### config.mk
export PLATFORM = sky130hd
export DESIGN_NAME = evt_irq_aggr
export DESIGN_NICKNAME = d
export VERILOG_FILES = /design/src/rtl/evt_aggr_pkg.sv /design/src/rtl/evt_decode.sv /design/src/rtl/evt_bank.sv /design/src/rtl/evt_irq_reduce.sv /design/src/rtl/evt_irq_aggr.sv
export SDC_FILE = /design/constraint.sdc
export NUM_CORES = 1
export LEC_CHECK = 0
export ABC_AREA = 0
export BUFFER_PORTS_ARGS = -buffer_cell sky130_fd_sc_hd__buf_2
export CORE_MARGIN = 4
export CORE_UTILIZATION = 50
export DETAILED_ROUTE_END_ITERATION = 10
export PLACE_DENSITY = 0.69
export SYNTH_ARGS = -nofsm -noshare
export SYNTH_HDL_FRONTEND = slang
export SYNTH_SLANG_ARGS = --single-unit
### constraint.sdc
create_clock -name clk -period 2.1 [get_ports clk]
set_input_delay 0.42 -clock clk [delete_from_list [all_inputs] [get_ports clk]]
set_output_delay 0.42 -clock clk [all_outputs]
set_load 0.01 [all_outputs]
### src/rtl/evt_aggr_pkg.sv
package evt_aggr_pkg;
  localparam int NUM_BANKS_DEF = 3;
  localparam int BANK_W_DEF    = 32;
  localparam int NUM_LINES_DEF = 3;
  localparam int EVT_W_DEF     = 7;

  // register selector within a bank (address bits 1:0)
  typedef enum logic [1:0] {
    RSEL_PEND   = 2'd0,
    RSEL_MASK_A = 2'd1,
    RSEL_MASK_B = 2'd2,
    RSEL_MASK_C = 2'd3
  } rsel_e;
endpackage

### src/rtl/evt_decode.sv
module evt_decode #(
  parameter int NUM_BANKS = 3,
  parameter int BANK_W    = 32,
  parameter int EVT_W     = 7
) (
  input  logic                              evt_valid,
  input  logic [EVT_W-1:0]                  evt_num,
  output logic [NUM_BANKS-1:0][BANK_W-1:0]  set_vec
);
  localparam int POS_W  = $clog2(BANK_W);
  localparam int BSEL_W = EVT_W - POS_W;

  logic [POS_W-1:0]  pos;
  logic [BSEL_W-1:0] bsel;
  assign pos  = evt_num[POS_W-1:0];
  assign bsel = evt_num[EVT_W-1:POS_W];

  // a bank number without a matching bank decodes to nothing
  for (genvar b = 0; b < NUM_BANKS; b++) begin : g_bank
    assign set_vec[b] = (evt_valid && (bsel == BSEL_W'(b))) ?
                        (BANK_W'(1) << pos) : '0;
  end
endmodule

### src/rtl/evt_bank.sv
module evt_bank #(
  parameter int BANK_W    = 32,
  parameter int NUM_LINES = 3
) (
  input  logic                              clk,
  input  logic                              rst,
  input  logic [BANK_W-1:0]                 set_vec,
  input  logic                              pend_wr,
  input  logic [NUM_LINES-1:0]              mask_wr,
  input  logic [BANK_W-1:0]                 wdata,
  output logic [BANK_W-1:0]                 pend_q,
  output logic [NUM_LINES-1:0][BANK_W-1:0]  mask_q,
  output logic [NUM_LINES-1:0]              hit
);
  // pending: write-one-to-clear, a same-cycle event wins
  always_ff @(posedge clk) begin
    if (rst) begin
      pend_q <= '0;
    end else if (pend_wr) begin
      pend_q <= (pend_q & ~wdata) | set_vec;
    end else begin
      pend_q <= pend_q | set_vec;
    end
  end

  for (genvar j = 0; j < NUM_LINES; j++) begin : g_line
    always_ff @(posedge clk) begin
      if (rst)             mask_q[j] <= '0;
      else if (mask_wr[j]) mask_q[j] <= wdata;
    end
    assign hit[j] = |(pend_q & mask_q[j]);
  end

  p_set_sticks_r2: assert property (@(posedge clk) disable iff (rst)
    (set_vec != '0) |=> ((pend_q & $past(set_vec)) == $past(set_vec)))
    else $error("event bit not set");

  p_event_wins_r5: assert property (@(posedge clk) disable iff (rst)
    (pend_wr && ((set_vec & wdata) != '0)) |=> ((pend_q & $past(set_vec)) != '0))
    else $error("clear beat a same-cycle event");

  p_clear_r4: assert property (@(posedge clk) disable iff (rst)
    pend_wr |=> ((pend_q & $past(wdata) & ~$past(set_vec)) == '0))
    else $error("written one did not clear");

  p_hold_r2: assert property (@(posedge clk) disable iff (rst)
    (!pend_wr && (set_vec == '0)) |=> $stable(pend_q))
    else $error("pending changed without cause");

  p_mask_hold_r6: assert property (@(posedge clk) disable iff (rst)
    (mask_wr == '0) |=> $stable(mask_q))
    else $error("mask changed without write");
endmodule

### src/rtl/evt_irq_reduce.sv
module evt_irq_reduce #(
  parameter int NUM_BANKS = 3,
  parameter int NUM_LINES = 3
) (
  input  logic                                 clk,
  input  logic                                 rst,
  input  logic [NUM_BANKS-1:0][NUM_LINES-1:0]  hit,
  output logic [NUM_LINES-1:0]                 irq_q
);
  logic [NUM_LINES-1:0] any_hit;

  always_comb begin
    any_hit = '0;
    for (int b = 0; b < NUM_BANKS; b++) any_hit = any_hit | hit[b];
  end

  always_ff @(posedge clk) begin
    if (rst) irq_q <= '0;
    else     irq_q <= any_hit;
  end
endmodule

### src/rtl/evt_irq_aggr.sv
module evt_irq_aggr
  import evt_aggr_pkg::*;
#(
  parameter int NUM_BANKS = NUM_BANKS_DEF,
  parameter int BANK_W    = BANK_W_DEF,
  parameter int NUM_LINES = NUM_LINES_DEF,
  parameter int EVT_W     = EVT_W_DEF
) (
  input  logic                 clk,
  input  logic                 rst,
  input  logic                 evt_valid,
  input  logic [EVT_W-1:0]     evt_num,
  input  logic                 bus_wr,
  input  logic [3:0]           bus_addr,
  input  logic [BANK_W-1:0]    bus_wdata,
  output logic [BANK_W-1:0]    bus_rdata,
  output logic [NUM_LINES-1:0] irq_line
);
  localparam int RSEL_W = 2;
  localparam int BA_W   = 2;

  logic [NUM_BANKS-1:0][BANK_W-1:0]                 set_vec;
  logic [NUM_BANKS-1:0][BANK_W-1:0]                 pend_q;
  logic [NUM_BANKS-1:0][NUM_LINES-1:0][BANK_W-1:0]  mask_q;
  logic [NUM_BANKS-1:0][NUM_LINES-1:0]              hit;
  logic [BA_W-1:0]   addr_bank;
  logic [RSEL_W-1:0] addr_rsel;
  logic [BANK_W-1:0] rd_next;

  assign addr_bank = bus_addr[3:2];
  assign addr_rsel = bus_addr[1:0];

  evt_decode #(.NUM_BANKS(NUM_BANKS), .BANK_W(BANK_W), .EVT_W(EVT_W)) u_decode (
    .evt_valid (evt_valid),
    .evt_num   (evt_num),
    .set_vec   (set_vec)
  );

  for (genvar b = 0; b < NUM_BANKS; b++) begin : g_bank
    logic                 pend_wr;
    logic [NUM_LINES-1:0] mask_wr;
    assign pend_wr = bus_wr && (addr_bank == BA_W'(b)) &&
                     (addr_rsel == RSEL_PEND);
    for (genvar j = 0; j < NUM_LINES; j++) begin : g_mw
      assign mask_wr[j] = bus_wr && (addr_bank == BA_W'(b)) &&
                          (addr_rsel == RSEL_W'(j + 1));
    end
    evt_bank #(.BANK_W(BANK_W), .NUM_LINES(NUM_LINES)) u_bank (
      .clk     (clk),
      .rst     (rst),
      .set_vec (set_vec[b]),
      .pend_wr (pend_wr),
      .mask_wr (mask_wr),
      .wdata   (bus_wdata),
      .pend_q  (pend_q[b]),
      .mask_q  (mask_q[b]),
      .hit     (hit[b])
    );
  end

  evt_irq_reduce #(.NUM_BANKS(NUM_BANKS), .NUM_LINES(NUM_LINES)) u_reduce (
    .clk   (clk),
    .rst   (rst),
    .hit   (hit),
    .irq_q (irq_line)
  );

  // read mux: unmapped bank numbers return zero
  always_comb begin
    rd_next = '0;
    for (int b = 0; b < NUM_BANKS; b++) begin
      if (addr_bank == BA_W'(b)) begin
        if (addr_rsel == RSEL_PEND) rd_next = pend_q[b];
        for (int j = 0; j < NUM_LINES; j++)
          if (addr_rsel == RSEL_W'(j + 1)) rd_next = mask_q[b][j];
      end
    end
  end

  always_ff @(posedge clk) begin
    if (rst) bus_rdata <= '0;
    else     bus_rdata <= rd_next;
  end

  p_invalid_bank_r3: assert property (@(posedge clk) disable iff (rst)
    (evt_valid && (evt_num[EVT_W-1:EVT_W-2] == 2'b11) && !bus_wr) |=> $stable(pend_q))
    else $error("invalid event altered pending state");

  p_reset_r9: assert property (@(posedge clk)
    rst |=> ((irq_line == '0) && (bus_rdata == '0)))
    else $error("reset left outputs active");

  p_quiet_low_r8: assert property (@(posedge clk) disable iff (rst)
    (pend_q == '0) |=> (irq_line == '0))
    else $error("line high with nothing pending");

  p_unmasked_low_r7: assert property (@(posedge clk) disable iff (rst)
    (mask_q == '0) |=> (irq_line == '0))
    else $error("line high with all masks clear");

  p_bank3_zero_r6: assert property (@(posedge clk) disable iff (rst)
    (addr_bank == 2'b11) |=> (bus_rdata == '0))
    else $error("unmapped bank read nonzero");
endmodule

==> results.toml, run 1 <==
[timing]
tightest_slew_ps = 724.9
final-hold-violation-count = 0
timing.slew.headroom = 0.5155
setup_tns_ps = -111.2
worst_slack_ps = -111.2
fmax_mhz = 452.2
finalCriticalPeriod_ps = 2211
fin_worst_skew_ps = 17.82
drv_slew = 0
setup_viol = 1
finalCritPeriodShare = 1.053
rsz0062_at_grt = "false"

[final_layout]
syn_to_final_growth_pct = 17.10
nNetsFinal = 2457
final_cell_mix = "723 x nand2_1, 419 x dfxtp_1, 346 x a21oi_1, 235 x a22oi_1, 178 x nor2_1"
drive_above_1_share = 0.1620
final_area_um2 = 22270
final_common_cell = "nand2_1"
n_fill_cell = 3439

[detailed_routing]
num_vias = 20380
ant_nets = 0
wirelength_um = 98170
drt_first_pass_iters = 9
post_drt_wl_per_cell_um = 33.26
via_per_inst = 6.903
drcViolationCount = 0
drt_iter0_drc = 3881

[place]
dp_hpwl_um = 69540
port_buffers = 81
placed_area_um2 = 20820
gp_congestion = 1.127

[floorplan]
core-area_um2 = 37580
die_area_um2 = 41220
fp.dieW_um = 203.0
rows = 71
start_util = 0.5061
io_pins = 82
die_h_um = 203.0

[logic_synthesis]
syn-cell-area_um2 = 19020
synth_edf_count = 0
ys_ff_latch = 419
synth_ff_type = "dfxtp_1"
avgSynthCellArea_um2 = 8.100
synth_top_area_share = 0.4410
yosys_warnings = 0
yosysTopAreaCell = "dfxtp_1"
ys_seq_area_frac = 0.4410
yosys-top-cells-area = "dfxtp_1 44%, nand2_1 14%, a22oi_1 9.3%"
ys_async_sr_fraction = 0
syn-num-nets = 2395
ys_types = 34
synthCells = 2348

[clock_network]
cts_buffers = 45
cts_max_path_buffers = 3
clkTransAtPathRegs_ps = 60
cts_root_buffer = "clkbuf_16"
cts-resized-gates = 0
clock-sinks = 419
htree_levels = 2
cts_tree = "done"
cts_setup_buffers = 0
insertion_delay_ps = 600
postCtsHoldBufs = 0

[setup_path]
slowest_delay_ps = 490
path_cells = "a22o_1, a221oi_1, nand3_1, nor4_1, a31oi_1"
startpoint_type = "flip-flop"
cp_max_fo = 3
worst-path-buf-inv = 0
cp_slowest_cell = "a221oi_1"
path_delay_family = "compound AO/OA/AOI/OAI gates"
arrival_ps = 2630
cp.required_ps = 2520
end_kind = "flip-flop"
path_class = "reg -> reg"

[min_path]
min_path_type = "in -> reg"

[global_routing]
grt_pass1_vias = 18700
grt_max_degree = 71
grtUsageTotal = 0.4621
gr-total-overflow = 0
grt_pass1_wl_um = 138100
antenna_found_initial = 5

[run]
drv_cap = 0

[outcome]
outcome = "finished, violations left"
violations = "negative setup slack"

[pwr]
powerDensity_nw_per_um2 = 785.1
total_leakage_power_uw = 0.007531
ir_drop_uv = 576.2
==> per-stage QoR <==
| step | instances | hold WS, ps | setup WS (ps) | total power, µW | utilization |
|---|---|---|---|---|---|
| floorplan | 2348 | 445.5 | 269.1 | 8931 | - |
| global placement | 2874 | 453.2 | -53.59 | 9582 | 0.5541 |
| detailed placement | 2874 | 460.8 | -59.93 | 9589 | 0.5541 |
| CTS | 2950 | 173.4 | 84.29 | 17390 | 0.5922 |
| global route | 2950 | 208.1 | 12.01 | 17800 | 0.5925 |
| finish | 2952 | 202.5 | -111.2 | 17480 | 0.5927 |
==> registers in the layout, summed over array words and instances (netlist names) <==
signal,cells
u_reduce.irq_q,3
g_bank.u_bank.mask_q,288
bus_rdata,32
g_bank.u_bank.pend_q,96
==> tightest hold or removal path: stages <==
cell and delay (ps):
buf_2 190, nand2_1 90, a21oi_1 50
==> area by class of cell <==
type                       instances  area, µm²  area share
inverter                           1      3.754   0.0001685
multi-input combinational       1727       9868      0.4431
clock buffer                      59       1291     0.05798
antenna                            2      5.005   0.0002247
timing repair buffer             216       1934     0.08685
clock inverter                    17      141.4    0.006348
tap                              511      639.4     0.02871
sequential                       419       8388      0.3766
==> cell usage after synthesis (3+ instances only) <==
cell type  count
mux2_2        18
buf_2         55
a221oi_1       9
nand3_1       12
nand3b_1       4
nor4_1         9
a22o_1         9
nor2_2         3
buf_4          7
mux4_2        70
nand2b_1       6
o22ai_1       21
mux2i_1       27
a31oi_1        3
clkbuf_1     133
buf_1          6
a21oi_1      346
nor2_1       187
nand2_1      723
dfxtp_1      419
o221ai_1       5
a22oi_1      235
nand4_1       27
==> worst paths after layout <==
kind	from	endpoint	slack (ps)	cells past startpoint
hold reg to reg	g_bank[1].u_bank.mask_q[38]	g_bank[1].u_bank.mask_q[38]	470	2
hold / removal	bus_wdata[16]	g_bank[2].u_bank.mask_q[48]	200	3
setup / recovery	g_bank[2].u_bank.pend_q[6]	u_reduce.irq_q[2]	-110	5
setup reg to reg	g_bank[2].u_bank.pend_q[6]	u_reduce.irq_q[2]	-110	5
==> power breakdown <==
group	total [µW]	switching, µW	internal [µW]
Sequential	8150	117	8040
Combinational	1340	941	401
Clock	7990	3440	4550
==> layer usage <==
layer  track usage  share of wire
met2        0.6555           0.41
met1        0.6247           0.36
met5             0        0.00069
met3        0.1463           0.16
met4        0.2592          0.073
==> cell families after synthesis <==
group,Yosys count,synth area share
flops,419,0.4410
buf+inv,202,0.04487
mux,115,0.1078
simple gates,984,0.2041
compound gates,628,0.2023
No activity file was read; power rests on OpenSTA's default activity.
==> inputs of run 2 (changes only) <==
ABC_AREA = 1   (was 0)
==> run 2 against run 1 <==
- the flow now finishes without violations
- critical endpoint is now u_reduce.irq_q[0]
- sequential cell count unchanged
- worst hold slack got worse by 78 ps
- cell area decreased by 1.2%
- power increased by 0.51%
- core utilization decreased by 1.1 points
- sequential share of layout area increased by 0.47 points
- highest routed layer is now met4
- critical path type unchanged
==> results.toml, run 2 <==
[clock_network]
cts_buffers = 44
cts-resized-gates = 0
cts_setup_buffers = 0
postCtsHoldBufs = 0
clock-sinks = 419
clkTransAtPathRegs_ps = 60
cts_root_buffer = "clkbuf_16"
cts_max_path_buffers = 3
cts_tree = "done"
htree_levels = 2
insertion_delay_ps = 580

[detailed_routing]
via_per_inst = 6.199
drcViolationCount = 0
highest_layer = "met4"
wirelength_um = 73970
wl_met1_um = 29360
num_vias = 20170
drt_iter0_drc = 2481
post_drt_wl_per_cell_um = 22.74
wl_met3_um = 7823
dr_wl_met2_um = 32370
ant_nets = 0
drt_first_pass_iters = 6

[global_routing]
grt_pass1_vias = 18690
gr-total-overflow = 0
grt_pass1_wl_um = 111400
antenna_found_initial = 0
grtUsageTotal = 0.3417
grt_max_degree = 140

[setup_path]
r2r_cells = 8
cp_max_fo = 5
startpoint_type = "flip-flop"
cp.required_ps = 2520
end_kind = "flip-flop"
regToRegSetupSlack_ps = 330
arrival_ps = 2190
path_class = "reg -> reg"

[final_layout]
regMostFlops = "g_bank.u_bank.mask_q"
final_area_um2 = 21990
largest_reg_flops = 288
final_cells = 3253
fin_util = 0.5812
final_common_cell = "nand2_1"
diodes = 0
drive_above_1_share = 0.1072
nNetsFinal = 2757
final_cell_mix = "533 x nand2_1, 458 x o21ai_0, 450 x a21oi_1, 419 x dfxtp_1, 159 x inv_1"
syn_to_final_growth_pct = 13.99
largest_registers = "g_bank.u_bank.mask_q x288, g_bank.u_bank.pend_q x96, bus_rdata x32"
n_fill_cell = 3620

[floorplan]
io_pins = 82
die_area_um2 = 41800
rows = 71
core-area_um2 = 37840
fp.dieW_um = 204.4
start_util = 0.5099
die_h_um = 204.4

[timing]
whs_ps = 124.7
fmax_mhz = 564.6
rsz0062_at_grt = "false"
setup_viol = 0
tightest_slew_ps = 769.8
drv_slew = 0
setup_tns_ps = 0
final-hold-violation-count = 0
finalCriticalPeriod_ps = 1771
timing.slew.headroom = 0.4868
finalCritPeriodShare = 0.8434
fin_worst_skew_ps = 16.55

[min_path]
min_path_type = "in -> reg"
hold-path-cell-count = 3

[logic_synthesis]
yosys-top-cells-area = "dfxtp_1 43%, o21ai_0 12%, a21oi_1 12%"
ys_seq_area_frac = 0.4347
ys_ff_latch = 419
yosys-mux-area-fraction = 0
synthAdderAreaFrac = 0
synth_ff_type = "dfxtp_1"
syn-num-nets = 2750
synthCells = 2703
synth_top_area_share = 0.4347
yosys.area_share.simple = 0.1801
synth_xor_xnor_area_share = 0
yosys-top-cells-count = "534 x nand2_1, 458 x o21ai_0, 450 x a21oi_1, 419 x dfxtp_1, 159 x inv_1"
synth_top_family_by_area = "compound AO/OA/AOI/OAI gates"
ys_types = 41
synth_edf_count = 0
synth_compound_area_frac = 0.2993
ys_async_sr_fraction = 0
yosys_warnings = 0
syn-cell-area_um2 = 19290
yosysTopAreaCell = "dfxtp_1"
synth.most_common_cell = "nand2_1"
avgSynthCellArea_um2 = 7.138

[place]
placed_area_um2 = 20570
port_buffers = 81
gp_congestion = 0.9844
place_inst = 3175
dp_hpwl_um = 49500

[pwr]
powerDensity_nw_per_um2 = 799.0
total_leakage_power_uw = 0.008550
ir_drop_uv = 589.9

[outcome]
outcome = "finished clean"

[run]
drv_cap = 0
run 2: cell families (layout without fill, tap and decap cells):
group	count (synthesis)	in the layout
buffers and inverters	389	428
and+or+nand+nor	821	821
DFF	419	419
AOI/OAI and AO/OA	1074	1074
run 2: path summary, 6_finish.rpt:
path,start,end
max,g_bank[1].u_bank.pend_q[18],u_reduce.irq_q[0]
min,bus_wdata[21],g_bank[0].u_bank.mask_q[85]
max reg2reg,g_bank[1].u_bank.pend_q[18],u_reduce.irq_q[0]
min reg2reg,g_bank[0].u_bank.pend_q[30],g_bank[0].u_bank.pend_q[30]
run 2: layout make-up:
class | instances | area, µm² | area share
Multi-Input combinational cell | 1895 | 9270 | 0.4215
Sequential cell | 419 | 8388 | 0.3814
Timing Repair Buffer | 179 | 1619 | 0.07361
Clock buffer | 62 | 1280 | 0.05819
Inverter | 171 | 654.4 | 0.02975
Tap cell | 511 | 639.4 | 0.02907
Clock inverter | 16 | 143.9 | 0.006542
run 2: worst max-delay path, cell delays in order, from the launching register on:
cell	delay (ps)
dfxtp_1	350
nand2_1	80
o21ai_0	70
nor2_1	150
nand4_1	220
nor2_1	300
nand3b_1	110
nor2_1	220
a21oi_1	120
run 2: power breakdown:
part / switching (µW) / leakage, µW / internal (µW) / total [µW]
Clock: 3330 / 0.000697 / 4490 / 7830
Sequential: 118 / 0.00339 / 8100 / 8220
Combinational: 1080 / 0.00446 / 448 / 1520
Total: 4530 / 0.00855 / 13000 / 17600
run 2: through the flow:
| step | worst slack [ps] | total power [µW] |
|---|---|---|
| after floorplan | 499.2 | 9213 |
| after global placement | 21.84 | 9844 |
| after detailed placement | 31.10 | 9862 |
| after CTS | 325.7 | 17580 |
| after global routing | 198.8 | 18020 |
| final | 328.9 | 17570 |
run 2: per-layer routing:
metal / track usage / vias up
li1: - / 9253
met1: 0.4559 / 9416
met2: 0.5263 / 1254
met3: 0.06379 / 243
met4: 0.1835 / 0
met5: 0 / -
